File: config.mk
export PLATFORM = sky130hd
export DESIGN_NAME = seg_xlate_top
export DESIGN_NICKNAME = d
export VERILOG_FILES = /design/src/rtl/seg_xlate_pkg.sv /design/src/rtl/seg_table.sv /design/src/rtl/seg_check.sv /design/src/rtl/seg_xlate_top.sv
export SDC_FILE = /design/constraint.sdc
export NUM_CORES = 1
export LEC_CHECK = 0
export ABC_AREA = 1
export CAP_MARGIN = 30
export CORE_ASPECT_RATIO = 0.8
export CORE_UTILIZATION = 50
export DETAILED_ROUTE_END_ITERATION = 10
export GPL_ROUTABILITY_DRIVEN = 0
export HOLD_SLACK_MARGIN = 0.02
export PLACE_DENSITY_LB_ADDON = 0.1
export RECOVER_POWER = 50
export SLEW_MARGIN = 20
export SYNTH_ARGS = -nofsm -noshare
export SYNTH_HDL_FRONTEND = slang
export SYNTH_SLANG_ARGS = --single-unit
File: constraint.sdc
create_clock -name clk -period 7.2 [get_ports clk]
set_clock_uncertainty 0.15 [all_clocks]
set_input_delay 2.16 -clock clk [delete_from_list [all_inputs] [get_ports clk]]
set_output_delay 2.16 -clock clk [all_outputs]
set_load 0.05 [all_outputs]
File: src/rtl/seg_xlate_pkg.sv
package seg_xlate_pkg;

  // Reset contents of the segment table, indexed by segment number.
  function automatic logic [31:0] seg_rst_base(input int idx);
    case (idx)
      0:       return 32'h0000_4000;
      1:       return 32'h0000_4800;
      2:       return 32'h0000_F000;
      default: return 32'h0000_0000;
    endcase
  endfunction

  function automatic logic [31:0] seg_rst_limit(input int idx);
    case (idx)
      0:       return 32'h0000_0800;
      1:       return 32'h0000_1400;
      2:       return 32'h0000_1000;
      3:       return 32'h0000_3000;
      default: return 32'h0000_0000;
    endcase
  endfunction

endpackage

File: src/rtl/seg_table.sv
module seg_table
  import seg_xlate_pkg::*;
#(
  parameter int ADDR_W = 16,
  parameter int SEG_W  = 2
) (
  input  logic              clk,
  input  logic              rst_n,
  input  logic              kern_mode,
  input  logic              wr_en,
  input  logic [SEG_W-1:0]  wr_sel,
  input  logic [ADDR_W-1:0] wr_base,
  input  logic [ADDR_W-1:0] wr_limit,
  input  logic [SEG_W-1:0]  rd_sel,
  output logic [ADDR_W-1:0] rd_base,
  output logic [ADDR_W-1:0] rd_limit,
  output logic              wr_denied
);
  localparam int NSEG = 1 << SEG_W;

  logic [NSEG-1:0][ADDR_W-1:0] base_q, limit_q;
  logic [NSEG-1:0]             ld_en;
  logic                        deny_d, deny_q;

  always_comb begin
    ld_en = '0;
    if (wr_en && kern_mode) ld_en[wr_sel] = 1'b1;
    deny_d = wr_en && !kern_mode;
  end

  for (genvar i = 0; i < NSEG; i++) begin : g_ent
    localparam logic [31:0] RB = seg_rst_base(i);
    localparam logic [31:0] RL = seg_rst_limit(i);
    always_ff @(posedge clk or negedge rst_n) begin
      if (!rst_n) begin
        base_q[i]  <= RB[ADDR_W-1:0];
        limit_q[i] <= RL[ADDR_W-1:0];
      end else if (ld_en[i]) begin
        base_q[i]  <= wr_base;
        limit_q[i] <= wr_limit;
      end
    end
  end

  always_ff @(posedge clk or negedge rst_n) begin
    if (!rst_n) deny_q <= 1'b0;
    else        deny_q <= deny_d;
  end

  assign rd_base   = base_q[rd_sel];
  assign rd_limit  = limit_q[rd_sel];
  assign wr_denied = deny_q;


  kern_load_chk: assert property (@(posedge clk) disable iff (!rst_n)
    (wr_en && kern_mode) |=> (base_q[$past(wr_sel)] == $past(wr_base)) &&
                             (limit_q[$past(wr_sel)] == $past(wr_limit)));

  user_block_chk: assert property (@(posedge clk) disable iff (!rst_n)
    (wr_en && !kern_mode) |=> $stable(base_q) && $stable(limit_q) && wr_denied);
endmodule

File: src/rtl/seg_check.sv
module seg_check #(
  parameter int ADDR_W = 16,
  parameter int SEG_W  = 2
) (
  input  logic [ADDR_W-SEG_W-1:0] offset,
  input  logic [ADDR_W-1:0]       base,
  input  logic [ADDR_W-1:0]       limit,
  output logic [ADDR_W-1:0]       sum,
  output logic                    flt
);
  localparam int OFF_W = ADDR_W - SEG_W;

  logic [ADDR_W-1:0] off_ext;
  logic [ADDR_W:0]   wide_sum;
  logic              over_lim, carry;

  always_comb begin
    off_ext  = {{SEG_W{1'b0}}, offset};
    wide_sum = {1'b0, base} + {1'b0, off_ext};
    over_lim = (off_ext >= limit);
    carry    = wide_sum[ADDR_W];
    sum      = wide_sum[ADDR_W-1:0];
    flt      = over_lim || carry;
  end
endmodule

File: src/rtl/seg_xlate_top.sv
module seg_xlate_top #(
  parameter int ADDR_W = 16,
  parameter int SEG_W  = 2
) (
  input  logic              clk,
  input  logic              rst_n,
  input  logic              kern_mode,
  input  logic              wr_en,
  input  logic [SEG_W-1:0]  wr_sel,
  input  logic [ADDR_W-1:0] wr_base,
  input  logic [ADDR_W-1:0] wr_limit,
  output logic              wr_denied,
  input  logic              va_valid,
  input  logic [ADDR_W-1:0] va,
  output logic              pa_valid,
  output logic              pa_fault,
  output logic [ADDR_W-1:0] pa
);
  localparam int OFF_W = ADDR_W - SEG_W;

  logic [1:0]        rs_q;
  logic              rst_sync_n;
  logic [SEG_W-1:0]  seg;
  logic [OFF_W-1:0]  off;
  logic [ADDR_W-1:0] cur_base, cur_limit, sum;
  logic              flt;

  // Reset asserts at once, releases on the clock.
  always_ff @(posedge clk or negedge rst_n) begin
    if (!rst_n) rs_q <= 2'b00;
    else        rs_q <= {rs_q[0], 1'b1};
  end
  assign rst_sync_n = rs_q[1];

  assign seg = va[ADDR_W-1 -: SEG_W];
  assign off = va[OFF_W-1:0];

  seg_table #(.ADDR_W(ADDR_W), .SEG_W(SEG_W)) u_tbl (
    .clk       (clk),
    .rst_n     (rst_sync_n),
    .kern_mode (kern_mode),
    .wr_en     (wr_en),
    .wr_sel    (wr_sel),
    .wr_base   (wr_base),
    .wr_limit  (wr_limit),
    .rd_sel    (seg),
    .rd_base   (cur_base),
    .rd_limit  (cur_limit),
    .wr_denied (wr_denied)
  );

  seg_check #(.ADDR_W(ADDR_W), .SEG_W(SEG_W)) u_chk (
    .offset (off),
    .base   (cur_base),
    .limit  (cur_limit),
    .sum    (sum),
    .flt    (flt)
  );

  always_comb begin
    pa_valid = va_valid && !flt;
    pa_fault = va_valid && flt;
    pa       = pa_valid ? sum : '0;
  end


  limit_gate_chk: assert property (@(posedge clk) disable iff (!rst_sync_n)
    pa_valid |-> ({{SEG_W{1'b0}}, off} < cur_limit));

  fault_excl_chk: assert property (@(posedge clk) disable iff (!rst_sync_n)
    pa_fault |-> (!pa_valid && pa == '0));

  no_wrap_chk: assert property (@(posedge clk) disable iff (!rst_sync_n)
    pa_valid |-> (pa >= cur_base));

  idle_quiet_chk: assert property (@(posedge clk) disable iff (!rst_sync_n)
    !va_valid |-> (!pa_valid && !pa_fault && pa == '0));
endmodule

* Word-level counts from Yosys, hierarchy flattened *
Cells that the tools add are included.
Widths: inputs -> output; s select.

storage, ports and cells
  register bits = 131
  input bits = 55
  output and inout port bits = 19
  logic and storage cells = 31

operators by class
  add/sub/neg operators = 1
  $lt $le $gt $ge = 4
  mux-type cells = 8
  reduce and logical (&&, ||, !) cells = 8

operators with widths
  kind                count
  $bmux 16 s2         2
  $mux 16             3
  $add 16x14->17      1
  $ge 14x16->1        1
  $lt 2x3->1 const B  2
  $logic_and 1x1->1   5
  $mux 4              1
  $demux 1 s2         1
  $ge 2x1->1 const B  1
  $logic_not 1->1     2
  $logic_or 1x1->1    1
  $mux 1              1

* Depth between registers and ports, before layout *
Gate-level depths: netlist of run 1.

  word-level depth = 7
  gate-level depth with buffers = 19
  depth with buffers taken out = 16

* Hierarchy *
Synthesis of run 1 repeated with hierarchy kept, for this count alone.

second synthesis, totals
  cell total of the unflattened synthesis = 1218
  area total of the unflattened synthesis = 8057.7 um^2

modules (own cells, without submodules)
  module         instances  cells each  area each (um^2)  seq. area each (um^2)
  seg_table      1          937         6546.3            3244.4
  seg_check      1          240         1272.5            0.0
  seg_xlate_top  1          41          239.0             50.0

* Worst setup path before layout of run 1 *
No wires, ideal clock.

  path type = input-to-output
  start point = input port va[14]
  end point = output port pa_fault
  arrival = 5.151 ns
  required time = 4.890 ns
  slack = -0.261 ns
  stages on the path = 17
  buffers on the path = 2
  cells stage by stage = inv_2 -> buf_6 -> clkbuf_1 -> nor2_1 -> o22ai_1 -> ha_1 -> inv_1 -> fa_1 -> inv_1 -> nand3_1 -> nand2_1 -> nand2_1 -> nand2_1 -> inv_1 -> nor2_2 -> nor2_4 -> a21boi_0

on the way
  word-level cells in the longest chain between the ends = 5
  elaborated cells on any way between the ends = 8
  classes of those cells = 1 x add/sub; 1 x order compare; 4 x mux; 2 x reduce/logical

RTL lines
  item                                            RTL line                          RTL
  from (decl)                                     seg_xlate_top.sv:14               input logic [ADDR_W-1:0] va,
  $bmux 16 s2, on equally long branches           seg_table.sv:50, seg_table.sv:51
  $mux 16, on equally long branches               seg_table.sv:50, seg_table.sv:51
  $add 16x14->17 or $ge 14x16->1 (tied branches)  seg_check.sv:19, seg_check.sv:20
  $logic_or 1x1->1 (*)                            seg_check.sv:23                   flt = over_lim || carry;
  $logic_and 1x1->1 (*)                           seg_xlate_top.sv:62               pa_fault = va_valid && flt;
  to (decl)                                       seg_xlate_top.sv:16               output logic pa_fault,

Mark *: on every way between the ends. The rest lies on a longest branch, timed or not. The select of a mux whose other input is x is not followed.

* Final worst setup path of run 1 *
  start point = input port va[14]
  end point = output port pa[2]

on the way
  word-level cells in the longest chain between the ends = 7
  elaborated cells on any way between the ends = 10
  classes of those cells = 1 x add/sub; 1 x order compare; 5 x mux; 3 x reduce/logical

RTL lines
  item                                            RTL line                          RTL
  $bmux 16 s2, on equally long branches           seg_table.sv:50, seg_table.sv:51
  $mux 16, on equally long branches               seg_table.sv:50, seg_table.sv:51
  $add 16x14->17 or $ge 14x16->1 (tied branches)  seg_check.sv:19, seg_check.sv:20
  $logic_or 1x1->1                                seg_check.sv:23
  $logic_not 1->1                                 seg_xlate_top.sv:61               pa_valid = va_valid && !flt;
  $logic_and 1x1->1                               seg_xlate_top.sv:61
  $mux 16 (*)                                     seg_xlate_top.sv:63               pa = pa_valid ? sum : '0;
  to (decl)                                       seg_xlate_top.sv:17               output logic [ADDR_W-1:0] pa

Marks and branches as above.

==> results.cfg, run 1 <==
[floorplanning]
design.portCount = 74
die_area_um2 = 14500
die_height_um = 108
chipWidth_um = 135
initial_utilization = 0.515
row_count = 38
fp.coreArea_um2 = 13600

[timing]
maxClockFrequency_ghz = 0.145
slew_violations = 134
layout_worst_path_cycle_share = 0.956
fin_crit_ns = 6.89
rel_slew_slack = -0.672
tightest_slew_ns = 2.51
setup_ws_ns = 0.314
timing.final.hold_violations = 0
final-setup-viol-count = 0
grt_setup_unrepaired = false
finalHoldWorstSlack_ns = 0.201

[synth]
most_frequent_cell_after_synthesis = nand2_1
postSynthNetCount = 993
async_flop_share = 1.00
synth.top_cells.by_count = 227 x nand2_1, 167 x o21ai_0, 118 x dfrtp_1
count_of_flip_flops_with_a_built_in_enable_after_synthesis = 0
total_of_warnings_raised_by_yosys = 0
synth_area_leader_cell = dfrtp_1
synth_top_flop_cell = dfrtp_1
synthCells = 909
syn_area_per_cell_um2 = 7.73
yosysUniqueCellTypes = 31
synth_area_um2 = 7030
synth.top_cells.by_area = dfrtp_1 42%, nand2_1 12%, o21ai_0 12%
ys_ff_latch = 131
synth.top_cell.area_share = 0.420
synth-seq-area-share = 0.469

[cells_and_area]
nets = 1111
fillCellCount = 1144
final_layout_size_suffix_gt1_frac = 0.150
finish.utilization = 0.670
area_delta_synth_final_pct = 30.1
diodes = 0

[routing]
remaining_drc_errors = 0
wire_per_inst_um = 14.5
drt_first_pass_iters = 5
via_per_inst = 5.13
num_vias = 6262
drt_iter0_drc = 461
wl_mm = 17.7
post_route_antenna_net_violation_count = 0

[setup_path]
worst_path_dominant_cell_family = buffers and inverters
timing.rr.start = rs_q[1]
r2r.worst_path.cells = 2
critical_path_peak_fanout = 11
worst_path_largest_cell_delay_ns = 0.39
standard_cell_with_the_maximum_stage_delay_on_the_critical_path = fa_1
worst_setup_path_end_kind = output pin
critical_path.cell_chain = clkbuf_2 -> inv_2 -> buf_4 -> nor2_1 -> o22ai_1 -> ha_1 -> inv_1 -> fa_1 -> inv_1 -> nand3_1 -> nand2_1 -> nand2_1 -> nand2_1 -> inv_1 -> nor2_2 -> nor2_4 -> nand3_4 -> buf_12 -> nor2_1 -> buf_12
critPathBufInv = 8
criticalPathCategory = in2out
setup.reg_to_reg.worst_slack_ns = 1.71
cp-start-kind = primary input
critical_path.reg2reg.endpoint = u_tbl.base_q[63]
worst_ep_required_time_ns = 4.89
cp.arrival_ns = 4.58

[pwr]
pwr_density_cell_nw_per_um2 = 283
power_frac_clock = 0.328
comb_power_share = 0.300
cellInternalPower_mw = 1.76
static_leakage_nw = 4.48
p_sw_frac = 0.320
power.net_switching_uw = 828
vdd_ir_max_mv = 0.204
pwr-share-seq = 0.373

[cts]
cts_max_path_buffers = 2
clkTransAtPathRegs_ns = 0.06
cts_tree = built
root_buffer = clkbuf_16
clkSinkCount = 131
clk_latency_ns = 0.42
cts-buffers-inserted = 17
h_tree_levels = 4
cts_setup_buffers = 0
cts_hold_repair_buffers = 0

[hold_path]
min-delay-path-class = reg2reg
holdPathStages = 0
min_from = rs_q[0]
hold_path_end = rs_q[1]

[place]
place.detailed.hpwl_mm = 12.7
port-buffer-count = 73
preCtsSetupSlack_ns = -0.128

[global_route]
grt_start_max_net_pins = 65
grt.total_usage = 0.271
gr-total-overflow = 0
antenna_found_initial = 0
first_global_vias = 6058
grt_pass1_wl_mm = 30.3

[run]
maxCapViolCount = 3

[run_status]
violations = max-capacitance violations, max-slew violations
result_of_the_run = finished, violations left
-- layout by cell type, fill, tap and decap left out, types with 11 or more instances in the layout --
cell type | synthesis | final
a21oi_1 | 47 | 47
buf_12 | 0 | 23
buf_4 | 1 | 62
clkbuf_16 | 0 | 17
clkdlybuf4s50_1 | 0 | 51
dfrtp_1 | 118 | 118
dfstp_2 | 13 | 13
ha_1 | 28 | 28
inv_1 | 91 | 90
nand2_1 | 227 | 226
nand3_1 | 17 | 16
nor2_1 | 101 | 100
nor2_4 | 10 | 11
o21ai_0 | 167 | 167
o22ai_1 | 14 | 14
-- layer usage --
| metal | up-vias | part of all wire | global-route usage |
|---|---|---|---|
| met2 | 176 | 0.46 | 0.430 |
| met3 | 23 | 0.054 | 0.0469 |
| li1 | 3164 | - | - |
| met5 | - | 0 | 0 |
| met4 | 0 | 0.015 | 0.0843 |
| met1 | 2899 | 0.48 | 0.381 |
-- sequential cells by signal, summed over array words and instances, names as in the netlist --
signal,cells
u_tbl.base_q,64
rs_q,2
u_tbl.wr_denied,1
u_tbl.limit_q,64
-- per-stage QoR --
| stage | instances | instance area (µm²) | total power, mW | TNS, ns |
|---|---|---|---|---|
| 6_report | 1220 | 9150 | 2.59 | 0 |
| 4_1_cts | 1220 | 9190 | 2.60 | 0 |
| 3_5_place_dp | 1188 | 8610 | 1.75 | -1.49 |
| 3_3_place_gp | 1185 | 8540 | 1.73 | -1.60 |
| 5_1_grt | 1220 | 9150 | 2.74 | 0 |
| 2_1_floorplan | 909 | 7030 | 1.42 | 0 |
-- kinds of logic (layout without fill, tap and decap cells) --
group	after synthesis	after routing	share of synthesized area
buffers and inverters	138	269	0.0769
other	1	1	0.000533
DFF	131	131	0.469
AOI/OAI and AO/OA	232	232	0.169
xor gates and xnor gates	9	9	0.0112
and+or+nand+nor	369	369	0.221
adders and majority gates	29	29	0.0527
-- power groups by stage --
stage                     Combinational [mW]  Sequential, mW  Clock, mW
after floorplan                        0.460           0.958          0
after global placement                 0.763           0.970          0
after detailed placement               0.779           0.972          0
after CTS                              0.783           0.962      0.857
after global routing                   0.869           0.980      0.891
final                                  0.775           0.964      0.848
-- what timing repair did --
item | 4_1_cts | 5_1_grt
pin swaps | 0 | 0
setup endpoints to repair | 18 | 18
gates resized for setup | 2 | 6
-- cell type report --
cell class                 instances  area (µm²)  area share
sequential                       131        3290       0.360
timing repair buffer             143        1490       0.162
tap                              180         225      0.0246
clock buffer                      20         447      0.0488
multi-input combinational        640        3210       0.351
inverter                          94         353      0.0386
clock inverter                    12         133      0.0145
-- worst max-delay path by stage --
stage          startpoint       end  slack (ns)  cells past startpoint
2_1_floorplan      va[14]  pa_fault        0.13                     17
3_3_place_gp       va[14]     pa[0]       -0.15                     17
3_5_place_dp       va[15]     pa[2]       -0.13                     19
4_1_cts            va[14]     pa[2]        0.13                     19
5_1_grt            va[14]     pa[2]        0.08                     20
6_report           va[14]     pa[2]        0.31                     20
No activity file was read; power rests on OpenSTA's default activity.
==> run 2: changes to the inputs <==
CORE_UTILIZATION = 57   (was 50)
RECOVER_POWER = 25   (was 50)
==> results.cfg, run 2 (synthesis gave the netlist of run 1 again) <==
[setup_path]
critical_path.reg2reg.endpoint = u_tbl.base_q[2]
r2r.worst_path.cells = 1
worst_setup_path_end_kind = output pin
critical_path_peak_fanout = 7
cp.arrival_ns = 4.64
critical_path_depth_in_cells = 17
critPathBufInv = 7
setup.reg_to_reg.worst_slack_ns = 1.74
worst_path_dominant_cell_family = buffers and inverters
worst_path_largest_cell_delay_ns = 0.35
cp-start-kind = primary input
worst_ep_required_time_ns = 4.89
criticalPathCategory = in2out
standard_cell_with_the_maximum_stage_delay_on_the_critical_path = ha_1
critical_path.cell_chain = clkbuf_2 -> buf_6 -> buf_4 -> o21ai_0 -> o22ai_2 -> ha_1 -> nand2_1 -> inv_1 -> a21oi_1 -> nand2_1 -> inv_1 -> nor2_2 -> nor2_4 -> nand3_4 -> buf_12 -> nor2_4 -> buf_12
timing.rr.start = rs_q[1]

[pwr]
vdd_ir_max_mv = 0.189
comb_power_share = 0.306
pwr_density_cell_nw_per_um2 = 282
power_frac_clock = 0.319
pwr-share-seq = 0.376
static_leakage_nw = 4.46
power.net_switching_uw = 868
cellInternalPower_mw = 1.71
p_sw_frac = 0.337

[cts]
cts_tree = built
h_tree_levels = 4
cts_max_path_buffers = 2
root_buffer = clkbuf_16
clk_latency_ns = 0.41
clkTransAtPathRegs_ns = 0.06
clkSinkCount = 131
cts-buffers-inserted = 17

[cells_and_area]
area_delta_synth_final_pct = 29.9
final_area_um2 = 9140
layout_commonest_cell = nand2_1
nets = 1097
final_layout_size_suffix_gt1_frac = 0.149
layout_common_cells = 225 x nand2_1, 162 x o21ai_0, 118 x dfrtp_1
layout.area.seq_um2 = 3290
diodes = 0
biggest_registers_after_layout = u_tbl.base_q (64), u_tbl.limit_q (64), rs_q (2)
fillCellCount = 783
multiInputGateArea_um2 = 3270

[run_status]
violations = max-capacitance violations, max-slew violations
result_of_the_run = finished, violations left

[timing]
fin_crit_ns = 6.95
maxClockFrequency_ghz = 0.144
setup_ws_ns = 0.251
rel_slew_slack = -1.24
tightest_slew_ns = 3.36
setup_total_negative_slack_ns = 0
slew_violations = 132
timing.final.hold_violations = 0
layout_worst_path_cycle_share = 0.965
final-setup-viol-count = 0
grt_setup_unrepaired = false

[floorplanning]
initial_utilization = 0.597
row_count = 35
die_area_um2 = 12800
chipWidth_um = 126
design.portCount = 74
die_height_um = 101
fp.coreArea_um2 = 11800

[routing]
remaining_drc_errors = 0
drt_iter0_drc = 759
wire_per_inst_um = 16.5
num_vias = 6637
drt_first_pass_iters = 6
wl_mm = 19.4
post_route_antenna_net_violation_count = 0
via_per_inst = 5.65

[run]
maxCapViolCount = 2

[hold_path]
min_from = rs_q[0]
holdPathStages = 0
hold_path_end = rs_q[1]
min-delay-path-class = reg2reg

[place]
preCtsSetupSlack_ns = -0.125
place.detailed.hpwl_mm = 12.6
port-buffer-count = 73
dpl_cell_area_um2 = 8400

[global_route]
grt.total_usage = 0.325
grt_pass1_wl_mm = 32.0
first_global_vias = 6534
gr-total-overflow = 0
grt_start_max_net_pins = 66
antenna_found_initial = 0
==> run 2: cell count changes in the layout (fill, tap and decap cells not counted), sizes merged <==
| cell | before | now |
|---|---|---|
| dlygate4sd3 | 2 | 0 |
| nand3 | 19 | 20 |
| inv | 95 | 98 |
| bufinv | 2 | 1 |
| clkbuf | 24 | 20 |
| dlymetal6s2s | 0 | 1 |
| buf | 86 | 70 |
| clkdlybuf4s50 | 51 | 53 |
| bufbuf | 0 | 2 |
==> run 2: stage by stage <==
stage / power, mW / instances / util / hold slack, ns
2_1_floorplan: 1.42 / 909 / - / 0.181
3_3_place_gp: 1.69 / 1130 / 0.708 / 0.183
3_5_place_dp: 1.73 / 1132 / 0.713 / 0.193
4_1_cts: 2.57 / 1172 / 0.775 / 0.207
5_1_grt: 2.71 / 1174 / 0.775 / 0.211
6_report: 2.58 / 1174 / 0.775 / 0.202
==> run 2: power by group through the flow <==
stage	logic [mW]	clock network [mW]	registers [mW]
floorplan	0.460	0	0.958
global placement	0.726	0	0.968
detailed placement	0.754	0	0.974
CTS	0.783	0.826	0.964
global route	0.869	0.861	0.982
finish	0.789	0.822	0.969
==> run 2: final cells by class <==
type,instances,area share
Clock buffer,18,0.0470
Tap cell,148,0.0203
Inverter,94,0.0392
Sequential cell,131,0.361
Multi-Input combinational cell,641,0.358
Timing Repair Buffer,128,0.161
Clock inverter,14,0.0140
==> run 2: worst max path at each step <==
stage	start	end	slack, ns
2_1_floorplan	va[14]	pa_fault	0.13
3_3_place_gp	va[14]	pa[15]	0.005
3_5_place_dp	va[14]	pa[12]	-0.13
4_1_cts	va[15]	pa[11]	0.007
5_1_grt	va[14]	pa[15]	0.07
6_report	va[14]	pa[12]	0.25
==> run 2: timing repair <==
action | in CTS | in global routing
pin swaps | 4 | 2
hold buffers | 0 | 0
gates cloned | 4 | 1
resized for setup | 19 | 7
setup buffers | 4 | 1
setup endpoints to repair | 18 | 18
==> run 2: routing by layer <==
layer / vias to the layer above / GRT usage / wire, µm
li1: 3131 / - / -
met2: 329 / 0.530 / 8910
met1: 3137 / 0.421 / 8290
met3: 40 / 0.0882 / 1730
met4: 0 / 0.117 / 456
met5: - / 0.0147 / 0
==> run 3: changes to the inputs <==
CORE_UTILIZATION = 30   (was 57)
MAX_ROUTING_LAYER = met4   (was not set)
==> results.cfg, run 3 (synthesis gave the netlist of run 1 again) <==
[cts]
clkSinkCount = 131
cts_tree = built
root_buffer = clkbuf_16
clk_latency_ns = 0.42
cts_hold_repair_buffers = 0
cts_setup_buffers = 0
h_tree_levels = 4
clkTransAtPathRegs_ns = 0.06
cts_max_path_buffers = 2
cts-buffers-inserted = 17

[floorplanning]
chipWidth_um = 173
fp.coreArea_um2 = 22700
design.portCount = 74
initial_utilization = 0.309
die_area_um2 = 24100
row_count = 49
die_height_um = 139

[routing]
wire_per_inst_um = 14.6
num_vias = 6078
post_route_antenna_net_violation_count = 0
drt_iter0_drc = 370
via_per_inst = 4.52
remaining_drc_errors = 0
drt_first_pass_iters = 5
wl_mm = 19.7

[cells_and_area]
layout_common_cells = 225 x nand2_1, 167 x o21ai_0, 118 x dfrtp_1
layout_commonest_cell = nand2_1
area_delta_synth_final_pct = 32.0
fillCellCount = 2359
multiInputGateArea_um2 = 3230
diodes = 0
final_layout_size_suffix_gt1_frac = 0.154
nets = 1111
layout.area.seq_um2 = 3290
biggest_registers_after_layout = u_tbl.base_q (64), u_tbl.limit_q (64), rs_q (2)

[setup_path]
critical_path.reg2reg.endpoint = u_tbl.limit_q[11]
cp-start-kind = primary input
setup.reg_to_reg.worst_slack_ns = 3.70
critical_path_peak_fanout = 28
cp.arrival_ns = 4.64
worst_setup_path_end_kind = output pin
timing.rr.start = rs_q[1]
critical_path.cell_chain = buf_2 -> inv_2 -> buf_12 -> nor2_1 -> o22ai_1 -> ha_1 -> a21oi_1 -> nand2_1 -> nand2_1 -> nand2_1 -> inv_1 -> nor2_2 -> nor2_4 -> nand3_4 -> buf_12 -> nor2_1 -> buf_4
path_common_cell = nand2_1
r2r.worst_path.cells = 2
worst_ep_required_time_ns = 4.89
standard_cell_with_the_maximum_stage_delay_on_the_critical_path = ha_1
worst_path_largest_cell_delay_ns = 0.33
criticalPathCategory = in2out

[timing]
final-setup-viol-count = 0
rel_slew_slack = -0.369
grt_setup_unrepaired = false
layout_worst_path_cycle_share = 0.965
timing.final.hold_violations = 0
fin_crit_ns = 6.95
slew_violations = 80
tightest_slew_ns = 2.05
finalHoldWorstSlack_ns = 0.198
maxClockFrequency_ghz = 0.144

[pwr]
cellInternalPower_mw = 1.85
post-layout-total-power_mw = 2.68
vdd_ir_max_mv = 0.158
p_sw_frac = 0.311
pwr_density_cell_nw_per_um2 = 289
pwr-share-seq = 0.358
static_leakage_nw = 4.51
power_frac_clock = 0.363
power.net_switching_uw = 832
comb_power_share = 0.278

[run_status]
violations = max-capacitance violations, max-slew violations
result_of_the_run = finished, violations left

[global_route]
gr-usage-met2 = 0.265
first_global_vias = 5834
grtUsageMet1 = 0.246
grt.total_usage = 0.176
grt_start_max_net_pins = 65
gr-max-usage-layer = met2
antenna_found_initial = 0
met3_usage = 0.0310
gr-total-overflow = 0
grt_pass1_wl_mm = 31.9

[hold_path]
min_from = rs_q[0]
holdPathStages = 0
min-delay-path-class = reg2reg
hold_path_end = rs_q[1]

[place]
port-buffer-count = 73
place.detailed.hpwl_mm = 14.1

[run]
maxCapViolCount = 2
==> run 3: routing by layer <==
metal | wire length [µm] | up-vias
li1 | - | 3152
met1 | 10300 | 2819
met2 | 8680 | 94
met3 | 538 | 13
met4 | 162 | 0
met5 | 0 | -
==> run 3: stage by stage <==
| step | cell area (µm²) | setup WS [ns] | util | setup TNS [ns] | std cells |
|---|---|---|---|---|---|
| 2_1_floorplan | 7030 | 0.128 | - | 0 | 909 |
| 3_3_place_gp | 8560 | -0.126 | 0.376 | -1.23 | 1312 |
| 3_5_place_dp | 8620 | -0.144 | 0.379 | -1.65 | 1314 |
| 4_1_cts | 9270 | 0.118 | 0.408 | 0 | 1346 |
| 5_1_grt | 9280 | 0.0128 | 0.408 | 0 | 1346 |
| 6_report | 9280 | 0.250 | 0.408 | 0 | 1346 |
==> run 3: power groups by stage <==
stage | logic, mW | registers [mW] | clock network (mW)
floorplan | 0.460 | 0.958 | 0
global placement | 0.745 | 0.971 | 0
detailed placement | 0.752 | 0.971 | 0
CTS | 0.755 | 0.960 | 0.991
global route | 0.834 | 0.977 | 1.02
finish | 0.746 | 0.960 | 0.973
==> run 3: final cells by class <==
class | instances | share of cell area
Inverter | 94 | 0.0380
Sequential cell | 131 | 0.355
Multi-Input combinational cell | 640 | 0.348
Tap cell | 306 | 0.0413
Clock inverter | 11 | 0.0214
Clock buffer | 21 | 0.0496
Timing Repair Buffer | 143 | 0.146
==> run 3: worst max path at each step <==
| stage | from | endpoint |
|---|---|---|
| floorplan | va[14] | pa_fault |
| global placement | va[15] | pa[15] |
| finish | va[14] | pa[4] |
| detailed placement | va[15] | pa[15] |
| global route | va[14] | pa[15] |
| CTS | va[15] | pa[15] |
==> run 3: what timing repair did <==
action	4_1_cts	5_1_grt
endpoints found under the setup margin	18	14
gates resized for setup	1	6
hold endpoints to repair	0	0
==> run 3: worst max-delay path: cells and delay by family <==
kind	cells	cell delay, ns
buffers and inverters	6	1.00
AND/OR/NAND/NOR	8	0.67
AO/OA/AOI/OAI	2	0.46
adder cells (fa/ha/maj)	1	0.33
